### config.mk
export PLATFORM = sky130hd
export DESIGN_NAME = exec_alu_t
export DESIGN_NICKNAME = d
export VERILOG_FILES = /design/src/rtl/exec_alu_t.sv
export SDC_FILE = /design/constraint.sdc
export NUM_CORES = 1
export LEC_CHECK = 0
export ABC_AREA = 1
export CORE_MARGIN = 2
export CORE_UTILIZATION = 54
export DETAILED_ROUTE_END_ITERATION = 8
export GPL_ROUTABILITY_DRIVEN = 0
export GPL_TIMING_DRIVEN = 1
export PLACE_DENSITY = 0.86
export SLEW_MARGIN = 20
export SYNTH_ARGS = -nofsm -noshare
export SYNTH_HDL_FRONTEND = slang
export SYNTH_SLANG_ARGS = --single-unit
### constraint.sdc
create_clock -name vclk -period 6.8
set_input_delay 1.36 -clock vclk [all_inputs]
set_output_delay 1.36 -clock vclk [all_outputs]
set_load 0.01 [all_outputs]
### src/rtl/exec_alu_t.sv
module exec_alu_t #(
  parameter int DATA_W = 32,
  parameter int IDX_W  = 4,
  parameter int IMM_W  = 8
) (
  input  logic [15:0]       instr_i,
  input  logic              t_i,
  output logic [IDX_W-1:0]  rf_a_idx_o,
  output logic [IDX_W-1:0]  rf_b_idx_o,
  input  logic [DATA_W-1:0] rf_a_data_i,
  input  logic [DATA_W-1:0] rf_b_data_i,
  output logic              wb_en_o,
  output logic [IDX_W-1:0]  wb_idx_o,
  output logic [DATA_W-1:0] wb_data_o,
  output logic              t_next_o
);
  typedef enum logic [3:0] {
    K_NONE, K_SUB, K_SUBB, K_SUBV, K_AND, K_OR, K_XOR, K_TST, K_NOT,
    K_ANDI, K_ORI, K_XORI, K_TSTI
  } kind_e;

  localparam int MSB = DATA_W - 1;

  kind_e kind;
  logic  is_imm;
  logic [DATA_W-1:0] opb;
  logic [DATA_W:0]   diff;
  logic [DATA_W-1:0] conj;

  always_comb begin
    kind = K_NONE;
    case (instr_i[15:12])
      4'b0011: case (instr_i[3:0])
        4'b1000: kind = K_SUB;
        4'b1010: kind = K_SUBB;
        4'b1011: kind = K_SUBV;
        default: kind = K_NONE;
      endcase
      4'b0010: case (instr_i[3:0])
        4'b1000: kind = K_TST;
        4'b1001: kind = K_AND;
        4'b1010: kind = K_XOR;
        4'b1011: kind = K_OR;
        default: kind = K_NONE;
      endcase
      4'b0110: if (instr_i[3:0] == 4'b0111) kind = K_NOT;
      4'b1100: case (instr_i[11:8])
        4'b1000: kind = K_TSTI;
        4'b1001: kind = K_ANDI;
        4'b1010: kind = K_XORI;
        4'b1011: kind = K_ORI;
        default: kind = K_NONE;
      endcase
      default: kind = K_NONE;
    endcase
  end

  assign is_imm     = (kind == K_ANDI) || (kind == K_ORI) || (kind == K_XORI) || (kind == K_TSTI);
  assign rf_a_idx_o = is_imm ? '0 : instr_i[11:8];
  assign rf_b_idx_o = instr_i[7:4];
  assign wb_idx_o   = is_imm ? '0 : instr_i[11:8];

  assign opb  = is_imm ? {{(DATA_W-IMM_W){1'b0}}, instr_i[IMM_W-1:0]} : rf_b_data_i;
  assign diff = {1'b0, rf_a_data_i} - {1'b0, opb}
              - {{DATA_W{1'b0}}, (kind == K_SUBB) & t_i};
  assign conj = rf_a_data_i & opb;

  always_comb begin
    wb_en_o   = 1'b1;
    wb_data_o = '0;
    t_next_o  = t_i;
    case (kind)
      K_SUB:  wb_data_o = diff[MSB:0];
      K_SUBB: begin wb_data_o = diff[MSB:0]; t_next_o = diff[DATA_W]; end
      K_SUBV: begin
        wb_data_o = diff[MSB:0];
        t_next_o  = (rf_a_data_i[MSB] ^ opb[MSB]) & (diff[MSB] ^ rf_a_data_i[MSB]);
      end
      K_AND, K_ANDI: wb_data_o = conj;
      K_OR,  K_ORI:  wb_data_o = rf_a_data_i | opb;
      K_XOR, K_XORI: wb_data_o = rf_a_data_i ^ opb;
      K_NOT:         wb_data_o = ~rf_b_data_i;
      K_TST, K_TSTI: begin wb_en_o = 1'b0; t_next_o = (conj == '0); end
      default:       wb_en_o = 1'b0;
    endcase
  end

  always_comb begin
    if (is_imm) begin
      p_imm_dest_r8: assert (wb_idx_o == '0 && rf_a_idx_o == '0);
    end
    if (kind == K_TST || kind == K_TSTI) begin
      p_test_nowrite_r7: assert (!wb_en_o);
    end
    if (kind == K_NONE) begin
      p_unknown_quiet_r10: assert (!wb_en_o && t_next_o == t_i);
    end
    if (kind == K_SUB || kind == K_NOT || kind == K_AND || kind == K_OR || kind == K_XOR) begin
      p_flag_kept_r2: assert (t_next_o == t_i && wb_en_o);
    end
    if (kind == K_SUBV && rf_a_data_i[MSB] == rf_b_data_i[MSB]) begin
      p_no_overflow_r4: assert (!t_next_o);
    end
    if (kind == K_SUBB && !t_i && rf_a_data_i >= rf_b_data_i) begin
      p_no_borrow_r3: assert (!t_next_o);
    end
  end
endmodule

## Word level (Yosys, flattened, before mapping)

Cells that the tools add are included.

| cells by class | value |
|---|---|
| $add $sub $neg | 2 |
| equality and inequality tests | 25 |
| muxes and demuxes | 10 |
| bitwise logic cells | 8 |
| reduce and logical (&&, ||, !) cells | 10 |

Operators with widths:

| cell | count |
|---|---|
| $pmux W32 S5 | 1 |
| $eq A4 B4 Y1 const B | 14 |
| $sub A32 B32 Y33 | 1 |
| $sub A33 B1 Y33 | 1 |
| $and A32 B32 Y32 | 1 |
| $logic_not A32 Y1 | 1 |
| $mux W32 | 1 |
| $not A32 Y32 | 1 |
| $or A32 B32 Y32 | 1 |
| $pmux W4 S4 | 2 |
| $xor A32 B32 Y32 | 1 |
| $eq A4 B3 Y1 const B | 6 |
| $eq A4 B2 Y1 const B | 4 |
| $pmux W3 S4 | 1 |
| $reduce_or A10 Y1 | 1 |
| $mux W4 | 2 |
| $reduce_or A2 Y1 | 4 |
| $pmux W2 S3 | 1 |
| $eq A4 B1 Y1 const B | 1 |
| $logic_or A1 B1 Y1 | 3 |
| $pmux W1 S3 | 1 |
| $reduce_or A3 Y1 | 1 |
| $and A1 B1 Y1 | 2 |
| $xor A1 B1 Y1 | 2 |
| $mux W1 | 1 |

| storage, ports and cells | value |
|---|---|
| bits in registers | 0 |
| output and inout bits | 46 |
| word-level logic and storage cells | 55 |

## Longest topological paths before layout

| depth | value |
|---|---|
| depth in word-level cells | 13 |
| gate-level depth with buffers | 32 |
| gate-level depth less buffers | 32 |

## Worst setup path before layout

OpenSTA, ideal clock, no wires.

| path | value |
|---|---|
| path type | input port to output port |
| from | input instr_i[13] |
| to | output wb_data_o[18] |
| arrival time | 4.285 ns |
| required time | 5.440 ns |
| path slack | 1.155 ns |
| stages | 29 |
| cells stage by stage | nor2_1 > nand2_2 > nor2_4 > inv_2 > o21ai_0 > inv_1 > nand3_1 > nand2_1 > inv_1 > ha_1 > inv_1 > ha_1 > inv_1 > nand2_1 > inv_1 > fa_1 > nand2_1 > nand2_1 > nand2_1 > nand2_1 > nand2_1 > nand2_1 > nand2_1 > nand2_1 > nand3_1 > o21ai_0 > or2_2 > nand3_1 > nand2_1 |

| between the ends | value |
|---|---|
| word-level cells in the longest chain between the ends | 10 |

Ends and longest elaborated chain:

| what | RTL line | source |
|---|---|---|
| from (decl) | 6 | `input logic [15:0] instr_i,` |
| $eq A4 B4 Y1 (tied with other cells) | 32 | `case (instr_i[15:12])` |
| $pmux W4 S4 * | 32 |  |
| $eq A4 B4 Y1 | 58, 72 |  |
| $logic_or A1 B1 Y1 (3 in series) | 58 | `assign is_imm = (kind == K_ANDI) \|\| (kind == K_ORI) \|\| (kind == K_XORI) \|\| (kind == K_TSTI);` |
| $mux W32 | 63 | `assign opb = is_imm ? {{(DATA_W-IMM_W){1'b0}}, instr_i[IMM_W-1:0]} : rf_b_data_i;` |
| $sub A32 B32 Y33 | 64 | `assign diff = {1'b0, rf_a_data_i} - {1'b0, opb}` |
| $sub A33 B1 Y33 | 65 | `- {{DATA_W{1'b0}}, (kind == K_SUBB) & t_i};` |
| $pmux W32 S5 * | 72 | `case (kind)` |
| to (decl) | 14 | `output logic [DATA_W-1:0] wb_data_o,` |

Mark *: on every way between the ends. The rest lies on a longest branch, timed or not.

## Worst setup path in the final report

| path | value |
|---|---|
| from | input instr_i[14] |
| to | output wb_data_o[27] |

The elaborated chain is that of the path after synthesis.

==> impl_results.md <==
- Endpoints failing hold: 0
- WS Path Type: in -> out
- Via/cell ratio: 5.10
- Yosys cell types: 39
- Net Sw Frac: 57.6%
- Final setup TNS: 0 ns
- Layout area overhead: 27.6%
- F_max: 152 MHz
- Final Max Tran Viols: 0
- Post-Route WL: 15.0 mm
- Clk pwr share: 0%
- Crit path DAT: 5.21 ns
- Largest net degree at the start of global routing: 34
- CLK BUF: 0
- Antenna violations before repair: 0
- Hold Crit Start: rf_b_data_i[10]
- CP Capture Type: output pin
- Mapped Area: 0.00534 sq mm
- VDD IR max: 0.0000457 V
- Worst hold path class: in -> out
- Avg Cell Area, Syn: 5.46 sq um
- Antenna-violating nets left: 0
- Die area: 0.0107 sq mm
- Post-synthesis sequential area ratio: 0%
- CP dominant cell by count: nand2_1
- N_diodes: 0
- Slew @ Worst Pin: 0.682 ns
- Status: finished, final reports clean
- Final critical-path share of the clock period: 96.6%
- Syn nets: 1,188
- Final HPWL DP: 12.3 mm
- Initial core utilization: 55.2%
- Tmin final: 6.57 ns
- First-pass GRT wire length: 24.5 mm
- Core region area: 0.00968 sq mm
- Post-route cell area: 0.00682 sq mm
- Number of vias in the routed layout: 6,273
- Layout cells sized above 1: 5.57%
- Die height: 103 microns
- Cell Pwr Density: 73.9 mW/mm^2
- Number of fill cells in the layout: 920
- Comb pwr share: 100.0%
- Slew margin rel.: 54.5%
- Psw: 290 uW
- Leakage: 3.99 nW
- I/O Pins: 127
- Sequential Area: 0 sq um
- Final worst setup slack: 0.229 ns
- Sequential cell count: 0
- Total global-route track usage: 27.7%
- Critical Path Start: instr_i[14]
- CP Launch Type: input pin
- Number of global-route vias before repair: 5,818
- Slowest cell on crit path: clkdlybuf4s50_1
- Maximum fanout along the worst path: 23
- Cells after synthesis: 979
- Num rows: 36
- Die Wd: 103 microns
- # setup viols final: 0
- Pre-Repair DR Iteration Count: 5
- Critical Path RT: 5.44 ns
- Internal Power: 213 uW
- Sequential power share: 0%
- Yosys warns: 0
- Average wire per standard cell: 12.2 microns
- Pre-CTS setup slack: -0.103 ns
- Largest stage delay on the critical path: 0.53 ns
- DR iter-0 viols: 266
- Placed instance area: 0.00673 sq mm
- PortBufs: 127
- DRC: 0
- Final net count: 1,307
- # Max-Cap Violations: 0
- Hold slack: 3.52 ns
- Total grt overflow: 0
stage by stage:
step	util, %	power, mW	std cells
2_1_floorplan	-	0.325	979
3_3_place_gp	69.5	0.483	1229
3_5_place_dp	69.5	0.490	1229
4_1_cts	69.7	0.494	1229
5_1_grt	70.4	0.570	1229
6_report	70.4	0.504	1229
synthesized netlist by cell type, drive strengths merged (2+ instances only):
cell type / number / area, sq um
ha: 127 / 1590
nand2: 291 / 1110
nand3b: 2 / 15.0
nor3: 5 / 25.0
nand3: 42 / 215
xnor2: 6 / 52.6
nand4: 6 / 37.5
clkbuf: 8 / 30.0
buf: 19 / 144
o21ai: 69 / 360
a21o: 2 / 15.0
nor4: 5 / 31.3
inv: 203 / 762
o22ai: 8 / 50.1
nor2: 115 / 460
or2: 10 / 62.6
a22oi: 6 / 45.0
a21oi: 37 / 185
o2111ai: 7 / 61.3
xor2: 2 / 17.5
a31oi: 2 / 12.5
per-layer routing:
metal / share of wire [%] / track usage, % / vias up / routed length [microns]
met4: 2.7 / 8.81 / 0 / 410
li1: - / - / 3282 / -
met5: 0 / 0 / - / 0
met2: 48 / 50.6 / 196 / 7230
met3: 4.6 / 1.34 / 35 / 697
met1: 45 / 34.8 / 2760 / 6690
layout by cell type, fill, tap and decap left out, types with 2 or more instances in the layout:
master,synthesis,final
o2111ai_1,7,7
nand3_1,41,41
ha_1,127,127
inv_2,8,8
o22ai_1,8,8
a22oi_1,6,6
a21oi_2,0,2
nand3b_1,2,2
o21ai_1,21,23
a21o_1,2,2
xor2_1,2,2
o21ai_0,46,43
or2_2,10,10
buf_4,12,15
dlymetal6s2s_1,0,12
xnor2_1,6,6
nand2_2,6,10
clkdlybuf4s50_1,0,114
a21oi_1,37,35
nor3_1,5,5
o21ai_2,1,2
nor2_1,111,107
inv_1,195,195
nor4_1,5,4
nor2_2,2,6
nand2_1,285,281
a31oi_1,2,2
nand4_1,6,6
repair_timing:
action | CTS | global route
endpoints found under the setup margin | 8 | 21
hold buffers | 0 | 0
endpoints found under the hold margin | 0 | 0
pin swaps | 0 | 1
buffers inserted | 0 | 0
resized for setup | 5 | 28
worst paths after layout:
check / to / slack [ns] / cells past startpoint
max: wb_data_o[27] / 0.23 / 25
min: wb_data_o[10] / 3.52 / 5
critical path, delay by kind of cell:
family	cells	cell delay, ns
buffers and inverters	7	1.46
adders and majority gates	2	0.58
and+or+nand+nor	14	1.34
AOI/OAI and AO/OA	2	0.46
final cells by class:
type                            count  area (sq um)  share of cell area, %
Inverter                          203           762                   11.2
Multi-Input combinational cell    749          4450                   65.2
Tap cell                          133           166                   2.44
Timing Repair Buffer              144          1440                   21.1
power groups by stage:
stage	clock network (mW)	registers (mW)	logic, mW
after floorplan	0	0	0.325
after global placement	0	0	0.483
after detailed placement	0	0	0.490
after CTS	0	0	0.494
after global routing	0	0	0.570
final	0	0	0.504
logic make-up (layout without fill, tap and decap cells):
family                     Yosys count  in the layout  share of synthesized area, %
adders and majority gates          128            128                          30.1
AOI/OAI and AO/OA                  135            135                          14.2
and+or+nand+nor                    478            478                          36.8
buffers and inverters              230            347                          17.5
xor gates and xnor gates             8              8                          1.31
Power figures use the tool's default switching activity.
